File: src/rtl/i2s_pkg.sv
package i2s_pkg;
    localparam int SAMPLE_W = 16;
    localparam int CFG_W    = 5;
    localparam int CNT_W    = 7;
    localparam int IDX_W    = $clog2(SAMPLE_W);

    typedef logic [SAMPLE_W-1:0] sample_t;
    typedef logic [CNT_W-1:0]    cnt_t;

    typedef struct packed {
        sample_t left;
        sample_t right;
    } frame_t;

    // one bit-clock rising edge as seen in the system domain
    typedef struct packed {
        logic strobe;
        logic start;
        logic right;
        cnt_t idx;
        logic data;
    } bit_evt_t;

    function automatic cnt_t sat_inc(cnt_t v);
        return (v == '1) ? v : v + 1'b1;
    endfunction

    function automatic cnt_t eff_offset(logic [CFG_W-1:0] f);
        return (f == '0) ? cnt_t'(1) : cnt_t'(f);
    endfunction

    function automatic cnt_t eff_width(logic [CFG_W-1:0] f);
        if (f == '0 || cnt_t'(f) >= cnt_t'(SAMPLE_W))
            return cnt_t'(SAMPLE_W);
        return cnt_t'(f);
    endfunction

    function automatic logic in_window(cnt_t pos, cnt_t off, cnt_t wid);
        logic [CNT_W:0] lo, hi, p;
        p  = {1'b0, pos};
        lo = {1'b0, off};
        hi = lo + {1'b0, wid};
        return (p >= lo) && (p < hi);
    endfunction

    function automatic logic [IDX_W-1:0] bit_sel(cnt_t pos, cnt_t off);
        cnt_t d;
        d = pos - off;
        return IDX_W'(SAMPLE_W-1) - d[IDX_W-1:0];
    endfunction
endpackage

File: src/rtl/i2s_slot_timer.sv
module i2s_slot_timer
    import i2s_pkg::*;
#(
    parameter int STAGES = 2
) (
    input  logic     clk,
    input  logic     rst,
    input  logic     bclk_in,
    input  logic     wclk_in,
    input  logic     sdata_in,
    output logic     wclk_s,
    output logic     bclk_fall,
    output bit_evt_t evt,
    output cnt_t     cnt,
    output cnt_t     slot_len
);
    localparam int N = 3;

    logic [STAGES-1:0][N-1:0] chain;
    logic bclk_s, sdin_s, bclk_q, rise;
    logic primed, ws_q;

    always_ff @(posedge clk) begin
        if (rst) begin
            chain <= '0;
        end else begin
            chain[0] <= {sdata_in, wclk_in, bclk_in};
            for (int s = 1; s < STAGES; s++)
                chain[s] <= chain[s-1];
        end
    end

    assign {sdin_s, wclk_s, bclk_s} = chain[STAGES-1];

    always_ff @(posedge clk) begin
        if (rst) bclk_q <= 1'b0;
        else     bclk_q <= bclk_s;
    end

    assign rise      = bclk_s & ~bclk_q;
    assign bclk_fall = ~bclk_s & bclk_q;

    always_ff @(posedge clk) begin
        if (rst) begin
            primed   <= 1'b0;
            ws_q     <= 1'b0;
            cnt      <= '1;
            slot_len <= '0;
            evt      <= '0;
        end else begin
            evt.strobe <= 1'b0;
            evt.start  <= 1'b0;
            if (rise) begin
                if (!primed) begin
                    primed <= 1'b1;
                    ws_q   <= wclk_s;
                end else if (wclk_s != ws_q) begin
                    ws_q       <= wclk_s;
                    slot_len   <= sat_inc(cnt);
                    cnt        <= '0;
                    evt.strobe <= 1'b1;
                    evt.start  <= 1'b1;
                    evt.right  <= wclk_s;
                    evt.idx    <= '0;
                    evt.data   <= sdin_s;
                end else begin
                    cnt        <= sat_inc(cnt);
                    evt.strobe <= 1'b1;
                    evt.right  <= ws_q;
                    evt.idx    <= sat_inc(cnt);
                    evt.data   <= sdin_s;
                end
            end
        end
    end
endmodule

File: src/rtl/i2s_sample_fifo.sv
module i2s_sample_fifo
    import i2s_pkg::*;
#(
    parameter int DEPTH = 4
) (
    input  logic   clk,
    input  logic   rst,
    input  logic   push,
    input  frame_t wr_data,
    input  logic   pop,
    output frame_t rd_data,
    output logic   full,
    output logic   empty
);
    localparam int AW = (DEPTH > 1) ? $clog2(DEPTH) : 1;
    localparam int CW = $clog2(DEPTH + 1);

    frame_t          mem [DEPTH];
    logic [AW-1:0]   wr_ptr, rd_ptr;
    logic [CW-1:0]   count;
    logic            do_push, do_pop;

    assign full    = (count == CW'(DEPTH));
    assign empty   = (count == '0);
    assign do_push = push && !full;
    assign do_pop  = pop && !empty;
    assign rd_data = mem[rd_ptr];

    function automatic logic [AW-1:0] wrap_inc(logic [AW-1:0] p);
        return (p == AW'(DEPTH-1)) ? '0 : p + 1'b1;
    endfunction

    always_ff @(posedge clk) begin
        if (do_push) mem[wr_ptr] <= wr_data;
    end

    always_ff @(posedge clk) begin
        if (rst) begin
            wr_ptr <= '0;
            rd_ptr <= '0;
            count  <= '0;
        end else begin
            if (do_push) wr_ptr <= wrap_inc(wr_ptr);
            if (do_pop)  rd_ptr <= wrap_inc(rd_ptr);
            if (do_push && !do_pop)      count <= count + 1'b1;
            else if (do_pop && !do_push) count <= count - 1'b1;
        end
    end
endmodule

File: src/rtl/i2s_tx_ser.sv
module i2s_tx_ser
    import i2s_pkg::*;
(
    input  logic     clk,
    input  logic     rst,
    input  logic     bclk_fall,
    input  bit_evt_t evt,
    input  cnt_t     cnt,
    input  cnt_t     slot_len,
    input  cnt_t     off,
    input  cnt_t     wid,
    input  logic     stereo,
    input  logic     fifo_empty,
    input  frame_t   fifo_rd,
    output logic     fifo_pop,
    output logic     sd_out,
    output logic     underflow
);
    frame_t          pair_q;
    sample_t         word_q;
    logic [CNT_W:0]  tgt;
    logic            tx_bit;

    assign fifo_pop = evt.start && !evt.right && !fifo_empty;

    // bit due at the rising edge that follows this falling edge
    always_comb begin
        tgt    = {1'b0, cnt} + 1'b1;
        tx_bit = 1'b0;
        if (tgt < {1'b0, slot_len} && in_window(tgt[CNT_W-1:0], off, wid))
            tx_bit = word_q[bit_sel(tgt[CNT_W-1:0], off)];
    end

    always_ff @(posedge clk) begin
        if (rst) begin
            pair_q    <= '0;
            word_q    <= '0;
            sd_out    <= 1'b0;
            underflow <= 1'b0;
        end else begin
            if (evt.start) begin
                if (!evt.right) begin
                    if (!fifo_empty) begin
                        pair_q <= fifo_rd;
                        word_q <= fifo_rd.left;
                    end else begin
                        pair_q    <= '0;
                        word_q    <= '0;
                        underflow <= 1'b1;
                    end
                end else begin
                    word_q <= stereo ? pair_q.right : pair_q.left;
                end
            end
            if (bclk_fall) sd_out <= tx_bit;
        end
    end
endmodule

File: src/rtl/i2s_rx_deser.sv
module i2s_rx_deser
    import i2s_pkg::*;
(
    input  logic     clk,
    input  logic     rst,
    input  bit_evt_t evt,
    input  cnt_t     off,
    input  cnt_t     wid,
    output logic     rx_valid,
    output sample_t  rx_data
);
    sample_t acc;
    logic    left_seen;

    always_ff @(posedge clk) begin
        if (rst) begin
            acc       <= '0;
            left_seen <= 1'b0;
            rx_valid  <= 1'b0;
            rx_data   <= '0;
        end else begin
            rx_valid <= 1'b0;
            if (evt.strobe) begin
                if (evt.start && evt.right && left_seen) begin
                    rx_valid <= 1'b1;
                    rx_data  <= acc;
                end
                if (evt.start && !evt.right) begin
                    left_seen <= 1'b1;
                    acc       <= '0;
                end else if (!evt.right && in_window(evt.idx, off, wid)) begin
                    acc[bit_sel(evt.idx, off)] <= evt.data;
                end
            end
        end
    end
endmodule

File: src/rtl/i2s_slave_port.sv
module i2s_slave_port
    import i2s_pkg::*;
#(
    parameter int FIFO_DEPTH  = 4,
    parameter int SYNC_STAGES = 2
) (
    input  logic                clk,
    input  logic                rst,
    input  logic                bclk_in,
    input  logic                wclk_in,
    input  logic                sdata_in,
    output logic                sdata_out,
    input  logic [CFG_W-1:0]    cfg_offset,
    input  logic [CFG_W-1:0]    cfg_width,
    input  logic                cfg_stereo,
    input  logic                tx_push,
    input  logic [SAMPLE_W-1:0] tx_left,
    input  logic [SAMPLE_W-1:0] tx_right,
    output logic                tx_full,
    output logic                tx_underflow,
    output logic                rx_valid,
    output logic [SAMPLE_W-1:0] rx_data
);
    logic     wclk_s, bclk_fall;
    bit_evt_t evt;
    cnt_t     cnt, slot_len, off_eff, wid_eff;
    frame_t   fifo_wr, fifo_rd;
    logic     fifo_pop, fifo_empty;

    assign off_eff = eff_offset(cfg_offset);
    assign wid_eff = eff_width(cfg_width);
    assign fifo_wr = '{left: tx_left, right: tx_right};

    i2s_slot_timer #(.STAGES(SYNC_STAGES)) u_timer (
        .clk       (clk),
        .rst       (rst),
        .bclk_in   (bclk_in),
        .wclk_in   (wclk_in),
        .sdata_in  (sdata_in),
        .wclk_s    (wclk_s),
        .bclk_fall (bclk_fall),
        .evt       (evt),
        .cnt       (cnt),
        .slot_len  (slot_len)
    );

    i2s_sample_fifo #(.DEPTH(FIFO_DEPTH)) u_fifo (
        .clk     (clk),
        .rst     (rst),
        .push    (tx_push),
        .wr_data (fifo_wr),
        .pop     (fifo_pop),
        .rd_data (fifo_rd),
        .full    (tx_full),
        .empty   (fifo_empty)
    );

    i2s_tx_ser u_tx (
        .clk        (clk),
        .rst        (rst),
        .bclk_fall  (bclk_fall),
        .evt        (evt),
        .cnt        (cnt),
        .slot_len   (slot_len),
        .off        (off_eff),
        .wid        (wid_eff),
        .stereo     (cfg_stereo),
        .fifo_empty (fifo_empty),
        .fifo_rd    (fifo_rd),
        .fifo_pop   (fifo_pop),
        .sd_out     (sdata_out),
        .underflow  (tx_underflow)
    );

    i2s_rx_deser u_rx (
        .clk      (clk),
        .rst      (rst),
        .evt      (evt),
        .off      (off_eff),
        .wid      (wid_eff),
        .rx_valid (rx_valid),
        .rx_data  (rx_data)
    );
endmodule

File: config.mk
export PLATFORM = sky130hd
export DESIGN_NAME = i2s_slave_port
export DESIGN_NICKNAME = d
export VERILOG_FILES = /design/src/rtl/i2s_pkg.sv /design/src/rtl/i2s_slot_timer.sv /design/src/rtl/i2s_sample_fifo.sv /design/src/rtl/i2s_tx_ser.sv /design/src/rtl/i2s_rx_deser.sv /design/src/rtl/i2s_slave_port.sv
export SDC_FILE = /design/constraint.sdc
export NUM_CORES = 1
export LEC_CHECK = 0
export BUFFER_PORTS_ARGS = -buffer_cell sky130_fd_sc_hd__buf_4
export CAP_MARGIN = 30
export CORE_MARGIN = 1
export CORE_UTILIZATION = 25
export CTS_CLUSTER_DIAMETER = 50
export DETAILED_ROUTE_END_ITERATION = 12
export MAX_ROUTING_LAYER = met4
export PLACE_DENSITY_LB_ADDON = 0.3
export SLEW_MARGIN = 20
export SYNTH_ARGS = -nofsm -noshare
export SYNTH_HDL_FRONTEND = slang
export SYNTH_SLANG_ARGS = --single-unit
File: constraint.sdc
create_clock -name clk -period 6.06 [get_ports clk]
set_input_delay 1.515 -clock clk [delete_from_list [all_inputs] [get_ports clk]]
set_output_delay 1.515 -clock clk [all_outputs]
set_load 0.02 [all_outputs]
---- Word-level counts from Yosys, hierarchy flattened ----
Memory sizes are Yosys's and may differ from the RTL's. A register that Yosys moved wholly into a read port is not among the register bits.
Cells that the tools add are included.
Widths: inputs -> output; s select.
word-level totals
  RAM bits ................................ 128
  output and inout port bits .............. 20
  logic and storage cells ................. 126
  flip-flop bits (word level) ............. 125
  input port bits ......................... 49
  memories kept ........................... 1
memory list
  name        depth  width  read ports  clocked after memory_dff  wr ports  line                   RTL
  u_fifo.mem  4      32     1           1                         1         i2s_sample_fifo.sv:18  frame_t mem [DEPTH];
operators by class
  magnitude comparators ................... 9
  mux-type cells .......................... 32
  reductions and logical operators ........ 35
  bitwise gates (word level) .............. 8
  eq/ne operators ......................... 6
  add/sub/neg operators ................... 11
operator list
  operator             number
  $mux 16              5
  $mux 32              1
  $mux 7               4
  $bwmux 16            1
  $lt 7x8->1           2
  $ge 7x5->1           2
  $logic_and 1x1->1    13
  $reduce_and 2->1     6
  $mux 11              1
  $logic_not 5->1      2
  $lt 4x5->1 const B   2
  $mux 1               10
  $mux 9               1
  $add 5x7->8          1
  $add 7x1->8 const B  1
  $lt 8x7->1           1
  $mux 2               4
  $sub 4x4->4          2
  $sub 4x4->4 const A  2
  $add 7x1->7 const B  1
  $eq 7x7->1 const B   1
  $mux 3               2
  $not 1->1            6
  $reduce_and 3->1     2
  19 further kinds     28

---- Logic depth before layout (Yosys ltp) ----
Gate-level depths: netlist of run 1.
  depth in word-level cells ............... 11
  mapped depth ............................ 13
  mapped depth without buffers ............ 13

---- Modules after synthesis ----
From an unflattened synthesis of run 1, not the netlist that was laid out.
second synthesis, totals
  cell total of the unflattened synthesis .. 1007
  area total of the unflattened synthesis .. 11836.4 µm²
modules (own cells, without submodules)
  module           sequential area each (µm²)  instances  cells an instance  area each (µm²)
  i2s_sample_fifo  4023.9                      1          217                5098.6
  i2s_tx_ser       1001.0                      1          361                3035.4
  i2s_rx_deser     680.7                       1          267                2213.4
  i2s_slot_timer   680.7                       1          149                1405.1
  i2s_slave_port   0.0                         1          13                 83.8

---- Worst setup path after synthesis of run 1 ----
No wires, ideal clock.
  path type ............................... input -> register
  start ................................... input port cfg_offset[2]
  end ..................................... register u_rx.acc[9]
  path buffers ............................ 0
  stages .................................. 13
  required time ........................... 5.929 ns
  library setup time ...................... 0.131 ns
  arrival ................................. 4.081 ns
  path slack .............................. 1.848 ns
  path through ............................ inv_1 -> a41o_1 -> ha_1 -> fa_1 -> a21o_1 -> a21oi_1 -> xor2_1 -> ha_1 -> nand2_1 -> o311a_2 -> nand4_4 -> o311ai_1 -> o41ai_1
between the ends
  cells in the longest elaborated chain, start to end .. 11
  elaborated cells between the ends (all ways) .. 19
  those cells by class .................... add/sub (3); order compare (4); mux (6); reduce/logical (6)
ends and longest elaborated chain
  element                                                                line                  RTL
  from (decl)                                                            i2s_slave_port.sv:13  input logic [CFG_W-1:0] cfg_offset,
  $logic_not 5->1                                                        i2s_pkg.sv:29         return (f == '0) ? cnt_t'(1) : cnt_t'(f);
  $mux 5 (*)                                                             i2s_pkg.sv:29
  $sub 4x4->4                                                            i2s_pkg.sv:48         d = pos - off;
  $sub 4x4->4                                                            i2s_pkg.sv:49         return IDX_W'(SAMPLE_W-1) - d[IDX_W-1:0];
  $lt 4x5->1 (not written as such) / $ge 4x1->1 (equally long branches)  i2s_rx_deser.sv:32    acc[bit_sel(evt.idx, off)] <= evt.data;
  $logic_and 1x1->1 (not written as such)                                i2s_rx_deser.sv:32
  $mux 1 (not written as such)                                           i2s_rx_deser.sv:32
  $demux 1 s4                                                            --
  $bwmux 16                                                              i2s_rx_deser.sv:32
  $mux 16                                                                i2s_rx_deser.sv:31    end else if (!evt.right && in_window(evt.idx, off, wid)) begin
  $mux 16                                                                i2s_rx_deser.sv:28    if (evt.start && !evt.right) begin
  to (signal, indexed assignment)                                        i2s_rx_deser.sv:32
  to (decl)                                                              i2s_rx_deser.sv:12    sample_t acc;
Every way passes the cells marked *; elsewhere a longest branch is shown, timed or not. The select of a mux whose other input is x is not followed.
A chain may end at the register's enable or synchronous reset.

---- Final worst setup path of run 1 ----
  start ................................... input port cfg_offset[2]
  end ..................................... register u_rx.acc[0]
The elaborated chain is that of the path after synthesis.

==> impl_metrics.ini, run 1 <==
[run_status]
status = complete, no violations

[place]
place.port_buffers = 68
dp_hpwl_mm = 15.9
routabilityCongestion = 0.805
dpl_worst_slack_ns = 1.37

[floorplanning]
core_area_sq_mm = 0.0423
start_util_pct = 25.6
die_x_um = 210
die_area_sq_mm = 0.0442
die_h_um = 210
rows = 75
ioPinCount = 69

[layout]
diodes = 0
multiInputGateArea_sq_mm = 0.00414
seq_area_sq_mm = 0.00639
drive_gt1_share_pct = 20.9
nNetsFinal = 1031
fill_cells = 4275
area_growth_pct = 19.8

[sta]
relSlewSlack_pct = 37.9
fin_tns_setup_ns = 0
rsz0062_at_grt = false
hold_ws_ns = 0.448
tightestPinTransition_ns = 0.931
finalSetupViolations = 0
finalMaxSlewViolations = 0
max_freq_mhz = 241
hold_violations = 0
post-route-min-period_ns = 4.15
fin_crit_sh_pct = 68.4
finClkSkew_ns = 0.0182
fin_ws_ns = 1.91

[clocking]
numCtsBuffers = 31
h-tree-depth = 1
clock_latency_ns = 0.57
cts_setup_buffers = 0
path_clk_slew_ns = 0.06
clock-root-buffer = clkbuf_16
clockBufferDepth = 3
cts_resized = 0
clkSinkCount = 255
hold_buffers = 0
cts_tree = done

[worst_hold_path]
min_from = u_timer.chain[1]$_SDFF_PP0_
hold_path.class = reg -> reg

[worst_setup_path]
timing_worst_setup_path_type = in -> reg
cp.required_ns = 6.50
crit_start = cfg_offset[2]
arrival_ns = 4.59
cp_max_fo = 10
crit_path_end_kind = flip-flop
start_kind = input pin
reg2reg_from = u_timer.cnt[0]$_SDFFE_PP1P_

[global_routing]
overflow = 0
grt_max_degree = 61
grt_use_total_pct = 11.6
grt_pass1_wl_mm = 39.1
first_global_vias = 6925
antenna_found_initial = 0

[synthesis]
ys_warn_count = 0
syn-instance-count = 878
synthTopCellsByArea = edfxtp_1, dfxtp_1, mux4_2
synth.top_cell.area_share_pct = 35.5
syn-cell-area_sq_mm = 0.0108
synth_area_per_cell_sq_um = 12.3
async_flop_share_pct = 0
synthDistinctLibCells = 62
ys_seq_area_share_pct = 58.9
synth-seq-cells = 255
synth-edff-count = 128
synthFlopType = edfxtp_1
syn_nets = 972
synth_largest_area_cell = edfxtp_1

[route]
viasPerCell = 4.45
wl_per_cell_um = 16.0
vias = 6852
met2_length_mm = 11.8
drc_errors = 0
drt_iter0_drc = 373
first_pass_iters = 5
top_layer_used = met4
routed_wl_mm = 24.6
antenna_left = 0
dr_wl_met3_um = 861
met1_length_mm = 11.4

[power]
powerDensity_mw_per_mm2 = 313
ir_drop_mv = 0.254
p_leak_uw = 0.00458

[run]
cap_violations = 0
## worst max-delay path, cell delays in order
cell      delay [ns]
buf_4           0.12
inv_1           0.09
a41o_1          0.26
ha_1            0.23
fa_1            0.48
a21o_1          0.19
a21oi_1         0.17
xor2_1          0.23
ha_1            0.27
nand2_1         0.08
o311a_2         0.25
nand4_4         0.19
o311ai_1        0.37
o31ai_1         0.12
## flip-flops by register name, indices dropped and copies added, names as in the netlist, 7 cells and up, named ones only
name / count
u_fifo.mem: 128
u_tx.pair_q: 32
u_rx.acc: 16
u_rx.rx_data: 16
u_tx.word_q: 16
u_timer.evt: 11
u_timer.cnt: 7
u_timer.slot_len: 7
## final timing paths
kind	endpoint	slack, ns	depth (start not counted)
hold reg to reg	u_timer.wclk_s$_SDFF_PP0_	0.45	1
setup reg to reg	u_tx.sd_out$_SDFFE_PP0P_	2.96	9
hold / removal	u_timer.wclk_s$_SDFF_PP0_	0.45	1
setup / recovery	u_rx.acc[0]$_SDFFE_PP0P_	1.91	14
## layout by cell type (no fill, tap or decap), types with 4 or more instances in the layout
cell type,n
mux4_2,36
and2_1,10
and3_1,4
xor2_1,7
o21ai_1,5
inv_1,28
a22oi_1,18
edfxtp_1,128
ha_1,41
a21o_1,6
nand3_1,7
clkinv_4,6
nor3_1,8
nand2b_1,8
nand2_1,96
mux2i_1,9
buf_4,76
nor2b_1,29
clkinvlp_4,5
fa_1,4
o311ai_1,4
mux2_2,17
a21oi_1,96
clkbuf_16,31
o21ai_0,27
nor2_1,46
dfxtp_1,125
xnor2_1,13
a211oi_1,6
## layer usage
| metal | global-route usage, % | vias to the layer above |
|---|---|---|
| li1 | - | 3326 |
| met4 | 3.07 | 0 |
| met3 | 1.98 | 47 |
| met2 | 18.7 | 115 |
| met5 | - | - |
| met1 | 14.9 | 3364 |
## synth_stat cells, types with 8 or more instances
master / number
edfxtp_1: 128
dfxtp_1: 127
a21oi_1: 96
nand2_1: 96
nor2_1: 47
clkbuf_1: 41
ha_1: 41
mux4_2: 36
nor2b_1: 29
inv_1: 28
o21ai_0: 27
a22oi_1: 18
mux2_2: 17
xnor2_1: 13
and2_1: 10
mux2i_1: 9
nand2b_1: 8
nor3_1: 8
## kinds of logic (layout without fill, tap and decap cells)
logic type | after synthesis | in the layout | synth area share [%]
flip-flops | 255 | 255 | 58.9
adder cells (fa/ha/maj) | 45 | 45 | 5.47
AND/OR/NAND/NOR | 225 | 225 | 9.91
XOR/XNOR | 22 | 22 | 2.08
AO/OA/AOI/OAI | 190 | 190 | 10.7
multiplexers | 62 | 62 | 10.1
buffers and inverters | 79 | 163 | 2.90
## final cells by class
type	instances	area share (%)
flip-flops and latches	255	49.2
clock inverters	24	1.86
multi-input cells	544	31.9
clock buffers	34	6.29
inverters	29	0.838
well taps	577	5.56
repair buffers	76	4.39
## per-stage QoR
step           util [%]  std cells  instance area, sq um  total power [uW]
2_1_floorplan         -        878                 10800              2140
5_1_grt            30.7       1539                 13000              4220
6_report           30.7       1539                 13000              4070
3_5_place_dp       28.2       1481                 11900              2250
3_3_place_gp       28.2       1481                 11900              2250
4_1_cts            30.7       1539                 13000              4120
## where the power goes
group          leakage [uW]  internal (uW)  switching [uW]  total, uW
Clock              0.000509           1080             773       1850
Sequential          0.00220           1890            20.8       1910
Combinational       0.00187            121             182        303
Total               0.00458           3090             976       4070
No activity file was read; power rests on OpenSTA's default activity.
==> run 2, diff against run 1 <==
- ABC_AREA: unset -> 1
- clock period: 6.06 -> 3.4 ns (I/O delays scaled with it)
==> impl_metrics.ini, run 2 <==
[layout]
largest_reg_flops = 128
fill_cells = 4563
multiInputGateArea_sq_mm = 0.00407
post_layout_nonfiller_instances = 1890
reg.largest.list = u_fifo.mem (128), u_tx.pair_q (32)
final_common_cell = nand2_1
final_cell_mix = nand2_1, nor2_1, edfxtp_1, dfxtp_1, a21oi_1
seq_area_sq_mm = 0.00639
drive_gt1_share_pct = 14.3
area_growth_pct = 21.9
largest_register = u_fifo.mem
nNetsFinal = 1373

[sta]
max_freq_mhz = 336
finClkSkew_ns = 0.0240
relSlewSlack_pct = 46.9
fin_tns_setup_ns = 0
fin_crit_sh_pct = 87.5
finalMaxSlewViolations = 0
rsz0062_at_grt = false
hold_violations = 0
post-route-min-period_ns = 2.98
tightestPinTransition_ns = 0.795
finalSetupViolations = 0

[floorplanning]
ioPinCount = 69
core_area_sq_mm = 0.0434
die_area_sq_mm = 0.0450
start_util_pct = 25.5
rows = 76
die_x_um = 212
die_h_um = 212

[route]
routed_wl_mm = 27.4
wl_per_cell_um = 14.5
viasPerCell = 4.42
first_pass_iters = 4
drc_errors = 0
antenna_left = 0
vias = 8355
drt_iter0_drc = 420

[clocking]
path_clk_slew_ns = 0.05
hold_buffers = 0
h-tree-depth = 2
clock_latency_ns = 0.52
cts_setup_buffers = 0
numCtsBuffers = 34
cts_resized = 0
clock-root-buffer = clkbuf_16
clockBufferDepth = 3
cts_tree = done
clkSinkCount = 255

[global_routing]
grt_max_degree = 65
overflow = 0
first_global_vias = 8441
grt_pass1_wl_mm = 44.4
antenna_found_initial = 1
grt_use_total_pct = 12.8

[synthesis]
synthFlopType = edfxtp_1
synth-seq-cells = 255
syn-instance-count = 1196
synth_common_cells = nand2_1, nor2_1, edfxtp_1, dfxtp_1, a21oi_1
synth-edff-count = 128
synth.top_cell.area_share_pct = 34.8
synthTopCellsByArea = edfxtp_1, dfxtp_1, nand2_1
synth_area_per_cell_sq_um = 9.24
yosysMostFrequentCell = nand2_1
ys_warn_count = 0
synth_largest_area_cell = edfxtp_1
synthDistinctLibCells = 42
ys_seq_area_share_pct = 57.8
syn-cell-area_sq_mm = 0.0110
async_flop_share_pct = 0
syn_nets = 1290

[worst_setup_path]
critical_path.cell_chain = buf_4 -> nor2_1 -> nand2_2 -> nand3_2 -> inv_1 -> ha_1 -> a21oi_1 -> nand2_1 -> a21o_1 -> a21oi_1 -> buf_4 -> ha_1 -> nand2_1 -> nand4_1 -> a21oi_1 -> nand3_1 -> nor2_1 -> nand2_1 -> a21oi_1
start_kind = input pin
reg2regPathDepth = 12
critical_path.max_stage_delay_ns = 0.30
reg2reg_setup_slack_ns = 0.69
crit_path_end_kind = flip-flop
cp_max_fo = 3
cp.required_ns = 3.82
crit_top_cell = a21oi_1
timing_worst_setup_path_type = in -> reg
r2r-end = u_tx.sd_out$_SDFFE_PP0P_
arrival_ns = 3.40
slowest_stage = ha_1
reg2reg_from = u_timer.cnt[0]$_SDFFE_PP1P_

[power]
finalPower_uw = 7290
p_leak_uw = 0.00525
powerDensity_mw_per_mm2 = 542
ir_drop_mv = 0.293

[run_status]
status = complete, no violations

[place]
place.port_buffers = 68
routabilityCongestion = 0.844
dp_hpwl_mm = 17.4
placed_cells = 1828

[worst_hold_path]
min_from = u_timer.chain[0]$_SDFF_PP0_
holdPathEnd = u_timer.bclk_s$_SDFF_PP0_
holdPathStages = 2
hold_path.class = reg -> reg

[run]
cap_violations = 0
==> run 2: cell types whose count changed after synthesis, sizes merged, moves of 17 or more <==
cell / before / now
nand3: 7 / 33
nor3: 8 / 29
mux2: 17 / 0
a21oi: 98 / 121
inv: 29 / 90
nor2b: 30 / 0
o22ai: 0 / 36
a22oi: 18 / 0
nand2: 96 / 196
nor2: 47 / 182
o21ai: 32 / 109
mux4: 36 / 0
==> run 2: layout make-up <==
class                   instances  area share (%)
repair buffers                107            6.25
diodes                          1          0.0186
well taps                     585            5.44
flip-flops and latches        255            47.5
inverters                      92            2.57
clock buffers                  49            7.20
multi-input cells             789            30.2
clock inverters                12           0.827
==> run 2: worst max path at each step <==
stage	start	to	slack [ns]	depth (start not counted)
floorplan	cfg_offset[3]	u_rx.acc[4]$_SDFFE_PP0P_	0.28	16
global placement	cfg_width[2]	u_rx.acc[12]$_SDFFE_PP0P_	0.02	20
detailed placement	cfg_width[0]	u_rx.acc[12]$_SDFFE_PP0P_	-0.04	20
CTS	cfg_width[0]	u_rx.acc[12]$_SDFFE_PP0P_	0.49	20
global route	cfg_width[0]	u_tx.sd_out$_SDFFE_PP0P_	0.16	19
finish	cfg_width[2]	u_tx.sd_out$_SDFFE_PP0P_	0.42	19
==> run 2: critical path: cells and delay by family <==
kind            cells  cell delay, ns
simple gates        9            0.94
fa+ha+maj           2            0.53
buf+inv             3            0.31
compound gates      5            0.75
==> run 2: routing by layer <==
metal  global-route usage [%]  up-vias  routed length (um)
li1                         -     4239                   -
met1                     15.8     3954               12800
met2                     21.0      116               12700
met3                     2.30       46                 922
met4                     4.87        0                 867
met5                        -        -                   0
==> run 2: logic make-up after synthesis <==
logic type / Yosys count / share of synthesized area [%]
AND/OR/NAND/NOR: 449 / 16.7
flip-flops: 255 / 57.8
adder cells (fa/ha/maj): 45 / 5.37
buffers and inverters: 152 / 5.41
AO/OA/AOI/OAI: 284 / 13.8
XOR/XNOR: 11 / 0.872
==> run 2: stage by stage <==
stage	area, sq um	setup WS, ns	utilization [%]	hold slack [ns]
finish	13500	0.423	31.0	0.404
global route	13500	0.158	31.0	0.422
CTS	13500	0.488	31.0	0.410
detailed placement	12400	-0.0362	28.5	0.414
global placement	12400	0.0215	28.5	0.408
floorplan	11000	0.283	-	0.388
==> run 2: where the power goes <==
part	switching (uW)	internal [uW]
clock	1310	2080
sequential	28.4	3340
combinational	338	192
